==> config.mk <==
export PLATFORM = sky130hd
export DESIGN_NAME = trc_compress
export DESIGN_NICKNAME = d
export VERILOG_FILES = /design/src/rtl/trc_pkg.sv /design/src/rtl/trc_pending.sv /design/src/rtl/trc_seqcnt.sv /design/src/rtl/trc_outq.sv /design/src/rtl/trc_compress.sv
export SDC_FILE = /design/constraint.sdc
export NUM_CORES = 1
export LEC_CHECK = 0
export BUFFER_PORTS_ARGS = -buffer_cell sky130_fd_sc_hd__buf_2
export CAP_MARGIN = 0
export CORE_MARGIN = 4
export CORE_UTILIZATION = 45
export CTS_BUF_LIST = sky130_fd_sc_hd__clkbuf_16
export DETAILED_ROUTE_END_ITERATION = 12
export MAX_ROUTING_LAYER = met4
export PLACE_DENSITY_LB_ADDON = 0.25
export SLEW_MARGIN = 40
export SYNTH_ARGS = -nofsm -noshare
export SYNTH_HDL_FRONTEND = slang
export SYNTH_SLANG_ARGS = --single-unit
==> constraint.sdc <==
create_clock -name clk -period 4 [get_ports clk]
set_input_delay 0.2 -clock clk [delete_from_list [all_inputs] [get_ports clk]]
set_output_delay 0.2 -clock clk [all_outputs]
set_load 0.02 [all_outputs]
==> src/rtl/trc_pkg.sv <==
package trc_pkg;
  // Instruction queue status codes in the low status bits
  localparam logic [2:0] QC_SEQ    = 3'd1;
  localparam logic [2:0] QC_TAKEN  = 3'd2;
  localparam logic [2:0] QC_NTAKEN = 3'd3;
  localparam logic [2:0] QC_IND    = 3'd4;

  typedef enum logic [1:0] {
    IK_SEQ    = 2'd0,
    IK_TAKEN  = 2'd1,
    IK_NTAKEN = 2'd2,
    IK_IND    = 2'd3
  } ikind_e;

  typedef enum logic [1:0] {
    RK_COUNT  = 2'd0,
    RK_TAKEN  = 2'd1,
    RK_NTAKEN = 2'd2,
    RK_IND    = 2'd3
  } rkind_e;

  localparam int RK_W = 2;
endpackage

==> src/rtl/trc_pending.sv <==
module trc_pending
  import trc_pkg::*;
#(
  parameter int ADDR_W = 30,
  parameter int FL_W   = 2
) (
  input  logic              clk,
  input  logic              rst,
  input  logic              push_i,
  input  ikind_e            kind_i,
  input  logic [ADDR_W-1:0] addr_i,
  input  logic [FL_W-1:0]   flush_i,
  output logic              commit_o,
  output ikind_e            ckind_o,
  output logic [ADDR_W-1:0] caddr_o
);
  localparam int HOLD = (1 << FL_W) - 1;

  logic [FL_W-1:0]   cnt_q;
  logic [FL_W-1:0]   kept;
  ikind_e            kind_q [HOLD];
  logic [ADDR_W-1:0] addr_q [HOLD];

  // flush removes the newest entries before the new report is placed
  always_comb kept = (cnt_q > flush_i) ? cnt_q - flush_i : '0;

  assign commit_o = push_i && (kept == FL_W'(HOLD));
  assign ckind_o  = kind_q[0];
  assign caddr_o  = addr_q[0];

  always_ff @(posedge clk) begin
    if (rst) begin
      cnt_q <= '0;
    end else if (commit_o) begin
      for (int i = 0; i < HOLD - 1; i++) begin
        kind_q[i] <= kind_q[i+1];
        addr_q[i] <= addr_q[i+1];
      end
      kind_q[HOLD-1] <= kind_i;
      addr_q[HOLD-1] <= addr_i;
    end else if (push_i) begin
      for (int i = 0; i < HOLD; i++) begin
        if (kept == FL_W'(i)) begin
          kind_q[i] <= kind_i;
          addr_q[i] <= addr_i;
        end
      end
      cnt_q <= kept + 1'b1;
    end else begin
      cnt_q <= kept;
    end
  end

  // after a commit the window is still full
  assert_full_after_commit_R3: assert property (@(posedge clk) disable iff (rst)
    commit_o |=> (cnt_q == FL_W'(HOLD)));
endmodule

==> src/rtl/trc_seqcnt.sv <==
module trc_seqcnt
  import trc_pkg::*;
#(
  parameter int ADDR_W = 30,
  parameter int CNT_W  = 16
) (
  input  logic              clk,
  input  logic              rst,
  input  logic              commit_i,
  input  ikind_e            kind_i,
  input  logic [ADDR_W-1:0] addr_i,
  output logic [1:0]        rec_n_o,
  output logic [RK_W+ADDR_W-1:0] rec0_o,
  output logic [RK_W+ADDR_W-1:0] rec1_o
);
  localparam int PAD_W = ADDR_W - CNT_W;

  logic [CNT_W-1:0] cnt_q, cnt_d, cnt_inc;
  logic [ADDR_W-1:0] cnt_pay;

  assign cnt_inc = cnt_q + 1'b1;
  assign cnt_pay = {{PAD_W{1'b0}}, cnt_q};

  always_comb begin
    cnt_d   = cnt_q;
    rec_n_o = 2'd0;
    rec0_o  = '0;
    rec1_o  = '0;
    if (commit_i) begin
      case (kind_i)
        IK_SEQ: begin
          if (&cnt_inc) begin
            rec_n_o = 2'd1;
            rec0_o  = {RK_COUNT, {PAD_W{1'b0}}, cnt_inc};
            cnt_d   = '0;
          end else begin
            cnt_d = cnt_inc;
          end
        end
        IK_TAKEN: begin
          rec_n_o = 2'd1;
          rec0_o  = {RK_TAKEN, cnt_pay};
          cnt_d   = '0;
        end
        IK_NTAKEN: begin
          rec_n_o = 2'd1;
          rec0_o  = {RK_NTAKEN, cnt_pay};
          cnt_d   = '0;
        end
        default: begin
          if (cnt_q != '0) begin
            rec_n_o = 2'd2;
            rec0_o  = {RK_COUNT, cnt_pay};
            rec1_o  = {RK_IND, addr_i};
          end else begin
            rec_n_o = 2'd1;
            rec0_o  = {RK_IND, addr_i};
          end
          cnt_d = '0;
        end
      endcase
    end
  end

  always_ff @(posedge clk) begin
    if (rst) cnt_q <= '0;
    else     cnt_q <= cnt_d;
  end

  // the count is emitted before it can reach all ones
  assert_cnt_below_max_R7: assert property (@(posedge clk) disable iff (rst)
    cnt_q != {CNT_W{1'b1}});
  // a committed branch leaves the count at zero
  assert_flow_clears_R5: assert property (@(posedge clk) disable iff (rst)
    (commit_i && kind_i != IK_SEQ) |=> (cnt_q == '0));
endmodule

==> src/rtl/trc_outq.sv <==
module trc_outq #(
  parameter int W = 32
) (
  input  logic         clk,
  input  logic         rst,
  input  logic [1:0]   in_n_i,
  input  logic [W-1:0] in0_i,
  input  logic [W-1:0] in1_i,
  input  logic         rdy_i,
  output logic         vld_o,
  output logic [W-1:0] dat_o,
  output logic         drop_o
);
  localparam int SLOTS = 4;

  logic         o_v, s_v;
  logic [W-1:0] o_d, s_d;
  logic [W-1:0] a [SLOTS];
  logic [2:0]   num;

  // gather what remains after this cycle's pop, oldest first
  always_comb begin
    for (int i = 0; i < SLOTS; i++) a[i] = '0;
    num = '0;
    if (o_v && !rdy_i) begin
      a[num[1:0]] = o_d;
      num = num + 1'b1;
    end
    if (s_v) begin
      a[num[1:0]] = s_d;
      num = num + 1'b1;
    end
    if (in_n_i != 2'd0) begin
      a[num[1:0]] = in0_i;
      num = num + 1'b1;
    end
    if (in_n_i == 2'd2) begin
      a[num[1:0]] = in1_i;
      num = num + 1'b1;
    end
  end

  always_ff @(posedge clk) begin
    if (rst) begin
      o_v    <= 1'b0;
      s_v    <= 1'b0;
      drop_o <= 1'b0;
    end else begin
      o_v <= (num >= 3'd1);
      s_v <= (num >= 3'd2);
      if (num > 3'd2) drop_o <= 1'b1;
    end
    o_d <= a[0];
    s_d <= a[1];
  end

  assign vld_o = o_v;
  assign dat_o = o_d;

  // a stalled record is held unchanged
  assert_hold_R8: assert property (@(posedge clk) disable iff (rst)
    (o_v && !rdy_i) |=> (o_v && $stable(o_d)));
  // the drop flag is sticky
  assert_drop_sticky_R9: assert property (@(posedge clk) disable iff (rst)
    drop_o |=> drop_o);
  // the skid slot only fills behind an occupied output register
  assert_skid_order_R9: assert property (@(posedge clk) disable iff (rst)
    s_v |-> o_v);
endmodule

==> src/rtl/trc_compress.sv <==
module trc_compress
  import trc_pkg::*;
#(
  parameter int ADDR_W = 30,
  parameter int STAT_W = 5,
  parameter int FL_W   = 2,
  parameter int CNT_W  = 16
) (
  input  logic              clk,
  input  logic              rst,
  input  logic [STAT_W-1:0] trc_stat_i,
  input  logic              show_stb_i,
  input  logic [ADDR_W-1:0] show_addr_i,
  output logic              rec_valid_o,
  input  logic              rec_ready_i,
  output logic [1:0]        rec_kind_o,
  output logic [ADDR_W-1:0] rec_data_o,
  output logic              rec_drop_o
);
  localparam int Q_W   = STAT_W - FL_W;
  localparam int REC_W = RK_W + ADDR_W;

  logic [Q_W-1:0]    qcode;
  logic [FL_W-1:0]   flush;
  logic              push;
  ikind_e            pkind;
  logic [ADDR_W-1:0] paddr, last_addr;
  logic              commit;
  ikind_e            ckind;
  logic [ADDR_W-1:0] caddr;
  logic [1:0]        rec_n;
  logic [REC_W-1:0]  rec0, rec1, out_d;

  assign qcode = trc_stat_i[Q_W-1:0];
  assign flush = trc_stat_i[STAT_W-1:Q_W];
  assign paddr = show_stb_i ? show_addr_i : last_addr;

  always_comb begin
    push  = 1'b1;
    pkind = IK_SEQ;
    case (qcode)
      Q_W'(QC_SEQ):    pkind = IK_SEQ;
      Q_W'(QC_TAKEN):  pkind = IK_TAKEN;
      Q_W'(QC_NTAKEN): pkind = IK_NTAKEN;
      Q_W'(QC_IND):    pkind = IK_IND;
      default:         push  = 1'b0;
    endcase
  end

  always_ff @(posedge clk) begin
    if (rst)             last_addr <= '0;
    else if (show_stb_i) last_addr <= show_addr_i;
  end

  trc_pending #(.ADDR_W(ADDR_W), .FL_W(FL_W)) i_pend (
    .clk(clk), .rst(rst), .push_i(push), .kind_i(pkind), .addr_i(paddr),
    .flush_i(flush), .commit_o(commit), .ckind_o(ckind), .caddr_o(caddr)
  );

  trc_seqcnt #(.ADDR_W(ADDR_W), .CNT_W(CNT_W)) i_cnt (
    .clk(clk), .rst(rst), .commit_i(commit), .kind_i(ckind), .addr_i(caddr),
    .rec_n_o(rec_n), .rec0_o(rec0), .rec1_o(rec1)
  );

  trc_outq #(.W(REC_W)) i_outq (
    .clk(clk), .rst(rst), .in_n_i(rec_n), .in0_i(rec0), .in1_i(rec1),
    .rdy_i(rec_ready_i), .vld_o(rec_valid_o), .dat_o(out_d), .drop_o(rec_drop_o)
  );

  assign rec_kind_o = out_d[REC_W-1 -: RK_W];
  assign rec_data_o = out_d[ADDR_W-1:0];

  // a show cycle updates the held target address
  assert_last_addr_R6: assert property (@(posedge clk) disable iff (rst)
    show_stb_i |=> (last_addr == $past(show_addr_i)));
endmodule

; Yosys cells after proc, flatten, opt, wreduce, memory -nomap -nowiden
; Memory sizes are Yosys's and may differ from the RTL's.
; Index checks and enable logic that the tools add are counted.
[op_classes]
bitwise = 9
n_eq_ne = 10
div = 0
addsub = 6
multipliers = 0
n_reduce_logical = 14
shifts = 0
muxes = 59
order_cmp = 10
[ops]
columns = op, count
row1 = bitwise mux 128 bit, 3
row2 = 2-to-1 mux 128 bit, 3
row3 = 2-to-1 mux 32 bit, 9
row4 = demux 32 bit (select 2 bit), 3
row5 = 2-to-1 mux 30 bit, 4
row6 = one-hot mux 32 bit (3 select lines), 1
row7 = 2-to-1 mux 16 bit, 3
row8 = 2-to-1 mux 1 bit, 21
row9 = "adder 16 x 1 -> 16 bit, second input constant", 1
row10 = AND reduction 16 bit, 1
row11 = nonzero test 16 bit, 1
row12 = 2-to-1 mux 2 bit, 7
row13 = "greater-or-equal comparator 3 bit, second input constant", 3
row14 = "less-than comparator 3 x 1 -> 1 bit, second input constant", 3
row15 = 2-to-1 mux 3 bit, 3
row16 = "== test 2 bit, second input constant", 4
row17 = "adder 3 x 1 -> 3 bit, second input constant", 2
row18 = "== test 3 x 2 -> 1 bit, second input constant", 2
row19 = inverter 2 -> 3 bit, 2
row20 = OR 1 bit, 6
row21 = one-hot mux 2 bit (3 select lines), 1
row22 = logical AND 1 bit, 5
row23 = "== test 2 x 1 -> 1 bit, second input constant", 2
row24 = logical NOT 2 bit, 2
row25 = other kinds (16), 16
[word_totals]
ff_bits = 115
elab_cells = 118
ramBits = 96
output_inout_bits = 34
n_memories = 2
inputBits = 39
romBits = 0
latch_bits = 0
[memory_table]
columns = memory, depth, width, read_ports, rd_ports_with_merged_regs, wr, line_no
row1 = i_pend.addr_q, 3, 30, 3, 0, 3, trc_pending.sv:22  ; logic [ADDR_W-1:0] addr_q [HOLD];
row2 = i_pend.kind_q, 3, 2, 3, 0, 3, trc_pending.sv:21  ; ikind_e kind_q [HOLD];

; Longest topological paths before layout
[depth]
depth_word = 14
depth_mapped = 19
ltp_nobuf = 14

; Modules after synthesis
; Synthesis repeated with hierarchy kept, for this count alone.
[unflattened]
hier_cells = 1079
hier_area_um2 = 11607.4
[modules_own_cells]
columns = module, seq_area_each_um2, cells_per_inst, area_each_um2, instances
row1 = trc_pending, 2922.8, 233, 4469.3, 1
row2 = trc_outq, 1341.3, 454, 3703.6, 1
row3 = trc_seqcnt, 320.3, 290, 2035.7, 1
row4 = trc_compress, 600.6, 102, 1398.8, 1

; Least setup slack after synthesis
; Ideal clock, no wire load.
[synth_timing]
path_kind = flip-flop to flip-flop
start = reg i_pend.cnt_q[0]
end = reg i_outq.s_d[20]
arrival_ns = 3.403
t_required_ns = 3.883
n_path_buf = 4
path_slack_ns = 0.480
setup_time_ns = 0.117
stages_incl_launch_ff = 18
synth_period_minus_slack_ns = 3.520
cell_sequence = dfxtp_1 inv_1 ha_1 inv_1 fa_1 nand2_1 a21oi_1 ha_1 clkbuf_1 inv_1 or2_2 clkbuf_1 or3_1 nor2b_1 clkbuf_1 nor3_2 buf_2 a32o_1
[synth_lines]
columns = element, line_no
row1 = "start, declared", trc_pending.sv:19  ; logic [FL_W-1:0] cnt_q;
row2 = "start signal, assigned", trc_pending.sv:48  ; cnt_q <= kept + 1'b1;
row3 = "start signal, assigned", trc_pending.sv:50  ; cnt_q <= kept;
row4 = "end signal, assigned", trc_outq.sv:54  ; s_d <= a[1];
row5 = "end, declared", trc_outq.sv:17  ; logic [W-1:0] o_d, s_d;

==> key figures <==
STA
  – Final Setup Violations: 0
  – Slew @ Worst Pin: 823 ps
  – Final hold violations: 0
  – Hold slack final: 18.5 ps
  – Max Fclk: 0.277 GHz
  – Period utilization: 90.4%
  – RSZ-0062 raised after global routing: no
  – Crit path time final: 3620 ps
  – Final TNS setup: 0 ps
  – Final Max Tran Viols: 0
  – Final WS setup: 385 ps
  – Skew final: 17.9 ps
  – Slew HR: 45.0%

Worst hold path
  – Hold path depth: 2
  – Min-delay worst type: in -> reg

Global routing
  – GRT Total Usage: 18.3%
  – Initial antenna violation count: 0
  – GRT overflow: 0
  – First-pass GRT wire length: 35,600 um
  – Largest net degree at the start of global routing: 64
  – Vias in the first global route: 6,853

Floorplan
  – Rows: 53
  – Area of the core: 21,200 um^2
  – IO Pins: 73
  – Die area: 24,000 um^2
  – Die H: 155 um
  – Die X: 155 um
  – Initial cell density of the core: 45.9%

Power and ir drop
  – Tot Pwr: 4.85 mW
  – Sw Pwr: 1.18 mW
  – Sequential share of power: 50.1%
  – Cell-internal power: 3.68 mW
  – Leakage power: 4.24 nW
  – Clock power share: 41.5%
  – Comb pwr share: 8.4%
  – Cell Pwr Density: 441 nW/um^2
  – Switching share of power: 24.3%
  – Peak VDD IR: 0.329 mV

Logic synthesis
  – Flops & latches, synth: 211
  – Post-synthesis instance total: 1,004
  – Sequential cell area fraction in the yosys report: 53.4%
  – Ys Warns: 0
  – Yosys cell types: 64
  – Synthesized area: 9710 um^2
  – Post-synth EDFFs: 96
  – Ys async rst share: 0%
  – Syn nets: 1,061
  – Avg Synthesized Cell Area: 9.67 um^2
  – Main flop type after synthesis: dfxtp_1

Placement
  – DP Worst Slack: 415 ps
  – Detail Placement HPWL: 14,200 um
  – Placement Cell Area: 10,200 um^2
  – Routability cong.: 0.873
  – Placed cell count: 1,295
  – IO buf count: 72

Layout
  – Final core utilization: 52.0%
  – Final #Nets: 1,106
  – N_diodes: 0
  – P&R area growth vs syn: 13.3%
  – Fin area: 11,000 um^2
  – Ratio of cells with drive above 1 in the final layout: 17.3%
  – Non-filler instance count after layout: 1,342

Clocking
  – Clock sink count: 211
  – Post-CTS resize count: 0
  – Worst skew pair latency: 530 ps
  – Clk slew on worst S/H paths: 60 ps
  – Max Buffers Root-to-Sink: 3
  – H-Tree Depth: 1
  – TritonCTS Buffers: 24
  – CTS tree: built
  – Root Driver: clkbuf_16

Critical path
  – Crit-path max FO: 14
  – Flop-to-flop setup slack: 380 ps
  – Critical R2R Capture: i_outq.dat_o[17]
  – Setup CP Type: reg -> reg
  – Startpoint types: flop
  – Endpoint type of the worst setup path: flop
  – Critical Path RT: 4390 ps
  – Worst reg2reg startpoint: i_pend.cnt_q[0]
  – WP data arrival: 4010 ps
  – CP Launch Point: i_pend.cnt_q[0]
  – CP endpoint: i_outq.dat_o[17]
  – Reg2reg path depth: 15

Route
  – TritonRoute pass-1 iters: 5
  – Routed Antenna Nets: 0
  – Vias/cell: 5.45
  – DRT iter0 DRCs: 621
  – # DRC: 0
  – Drt total wl: 21,700 um
  – Vias: 7,309
  – Post-DR wirelength/cell: 16.2 um

Status
  – Status: completed

Run
  – Max Cap Viol: 0
==> area by class of cell <==
cell class / instances / area [um^2]
clock buffer: 24 / 601
multi-input combinational: 698 / 4110
sequential: 211 / 5180
timing repair buffer: 100 / 581
inverter: 14 / 52.6
clock inverter: 20 / 126
tap: 275 / 344
fill: 1937 / 10200
==> how the worst min path moves through the flow <==
stage,from,end
floorplan,trc_stat_i[0],i_pend.kind_q[0][4]
global placement,i_pend.addr_q[0][19],i_outq.dat_o[19]
detailed placement,i_outq.s_d[21],i_outq.s_d[21]
CTS,show_addr_i[17],i_pend.addr_q[0][77]
global route,show_addr_i[18],i_pend.addr_q[0][78]
finish,show_addr_i[23],i_pend.addr_q[0][83]
==> what timing repair did <==
item                                    CTS  global route
buffers inserted                          0             0
endpoints found under the setup margin    0             0
endpoints found under the hold margin     3             0
hold buffers                              3             0
==> sequential cells by signal (all words and copies together) (netlist names) <==
name / count
i_cnt.cnt_q: 16
i_pend.addr_q: 90
i_outq.vld_o: 1
i_pend.kind_q: 6
i_outq.s_v: 1
i_pend.cnt_q: 2
i_outq.s_d: 32
i_outq.drop_o: 1
i_outq.dat_o: 32
last_addr: 30
==> routing by layer <==
layer	share of wire, %	GRT usage (%)	vias to the layer above
met2	42	25.3	191
met5	0	-	-
met3	5.2	2.48	42
met1	51	28.1	3414
met4	2.6	5.17	0
li1	-	-	3662
==> power groups by stage <==
stage,sequential (mW),combinational [mW],clock (mW)
2_1_floorplan,2.45,0.292,0
3_3_place_gp,2.47,0.398,0
3_5_place_dp,2.48,0.407,0
4_1_cts,2.43,0.413,2.06
5_1_grt,2.44,0.468,2.15
6_report,2.43,0.408,2.01
==> cells in the final DEF, fill, tap and decap left out, types with 3 or more instances in the layout <==
cell           synthesis  layout
nor2_1               212     212
dfxtp_1              115     115
edfxtp_1              96      96
a21oi_1               80      80
buf_2                 13      71
nand2_1               63      63
nand3_1               45      45
o21ai_0               41      41
nor2b_1               36      35
mux2_2                31      31
buf_4                  6      26
clkbuf_16              0      24
and3_1                21      21
inv_1                 13      18
nor3_1                18      18
a22oi_1               17      17
ha_1                  17      17
a32o_1                16      16
a311oi_1              13      13
o2bb2ai_2             10      10
a211oi_1              10      10
clkinv_1               1       7
clkinv_2               0       6
nor4_1                 6       5
nand2b_1               4       4
and2_1                 4       4
o21a_1                 4       4
o2bb2ai_1              4       4
or3_1                  3       3
nand4_1                3       3
a41oi_1                3       3
dlygate4sd3_1          0       3
==> cell families (layout without fill, tap and decap cells) <==
kind of cell	Yosys count	in the layout	share of synthesized area (%)
buffers and inverters	95	158	4.41
XOR/XNOR	3	3	0.271
AND/OR/NAND/NOR	431	431	20.6
flip-flops	211	211	53.4
multiplexers	33	33	3.80
adder cells (fa/ha/maj)	18	18	2.40
AO/OA/AOI/OAI	213	213	15.1
==> cells in the mapped netlist (2+ instances only) <==
library cell	count	area (um^2)
edfxtp_1	96	2880
nor3b_1	2	15.0
o2bb2ai_1	4	35.0
o2bb2ai_2	10	150
a32o_1	16	160
a21oi_1	80	400
nor3_1	18	90.1
nand4_1	3	18.8
and2_1	4	25.0
buf_4	6	45.0
ha_1	17	213
o21ai_1	2	10.0
mux2_2	31	349
o22ai_1	2	12.5
nor2_1	212	796
inv_1	13	48.8
o21ai_0	41	205
or3_1	3	18.8
clkbuf_1	55	206
nand3_1	45	225
nor4_1	6	37.5
mux2i_1	2	20.0
buf_2	13	65.1
nor2b_1	36	225
a21boi_0	2	15.0
buf_6	2	22.5
o21a_1	4	30.0
and3_1	21	131
nand2_1	63	236
dfxtp_1	115	2300
a41oi_1	3	26.3
a211oi_1	10	75.1
a22oi_1	17	128
xor2_1	2	17.5
nand2b_1	4	25.0
buf_1	3	11.3
a311oi_1	13	114
nand4b_1	2	17.5
==> critical path: stages (launching register included) <==
cell and delay (ps):
dfxtp_1 290, inv_1 60, ha_1 130, inv_1 40, fa_1 480, nand2_1 50, a21oi_1 220, ha_1 400
inv_1 150, or2_2 380, nor2_1 220, a32o_1 180, and3_1 350, or2_1 150, buf_4 240, o2bb2ai_1 110
No activity file was read; power rests on OpenSTA's default activity.
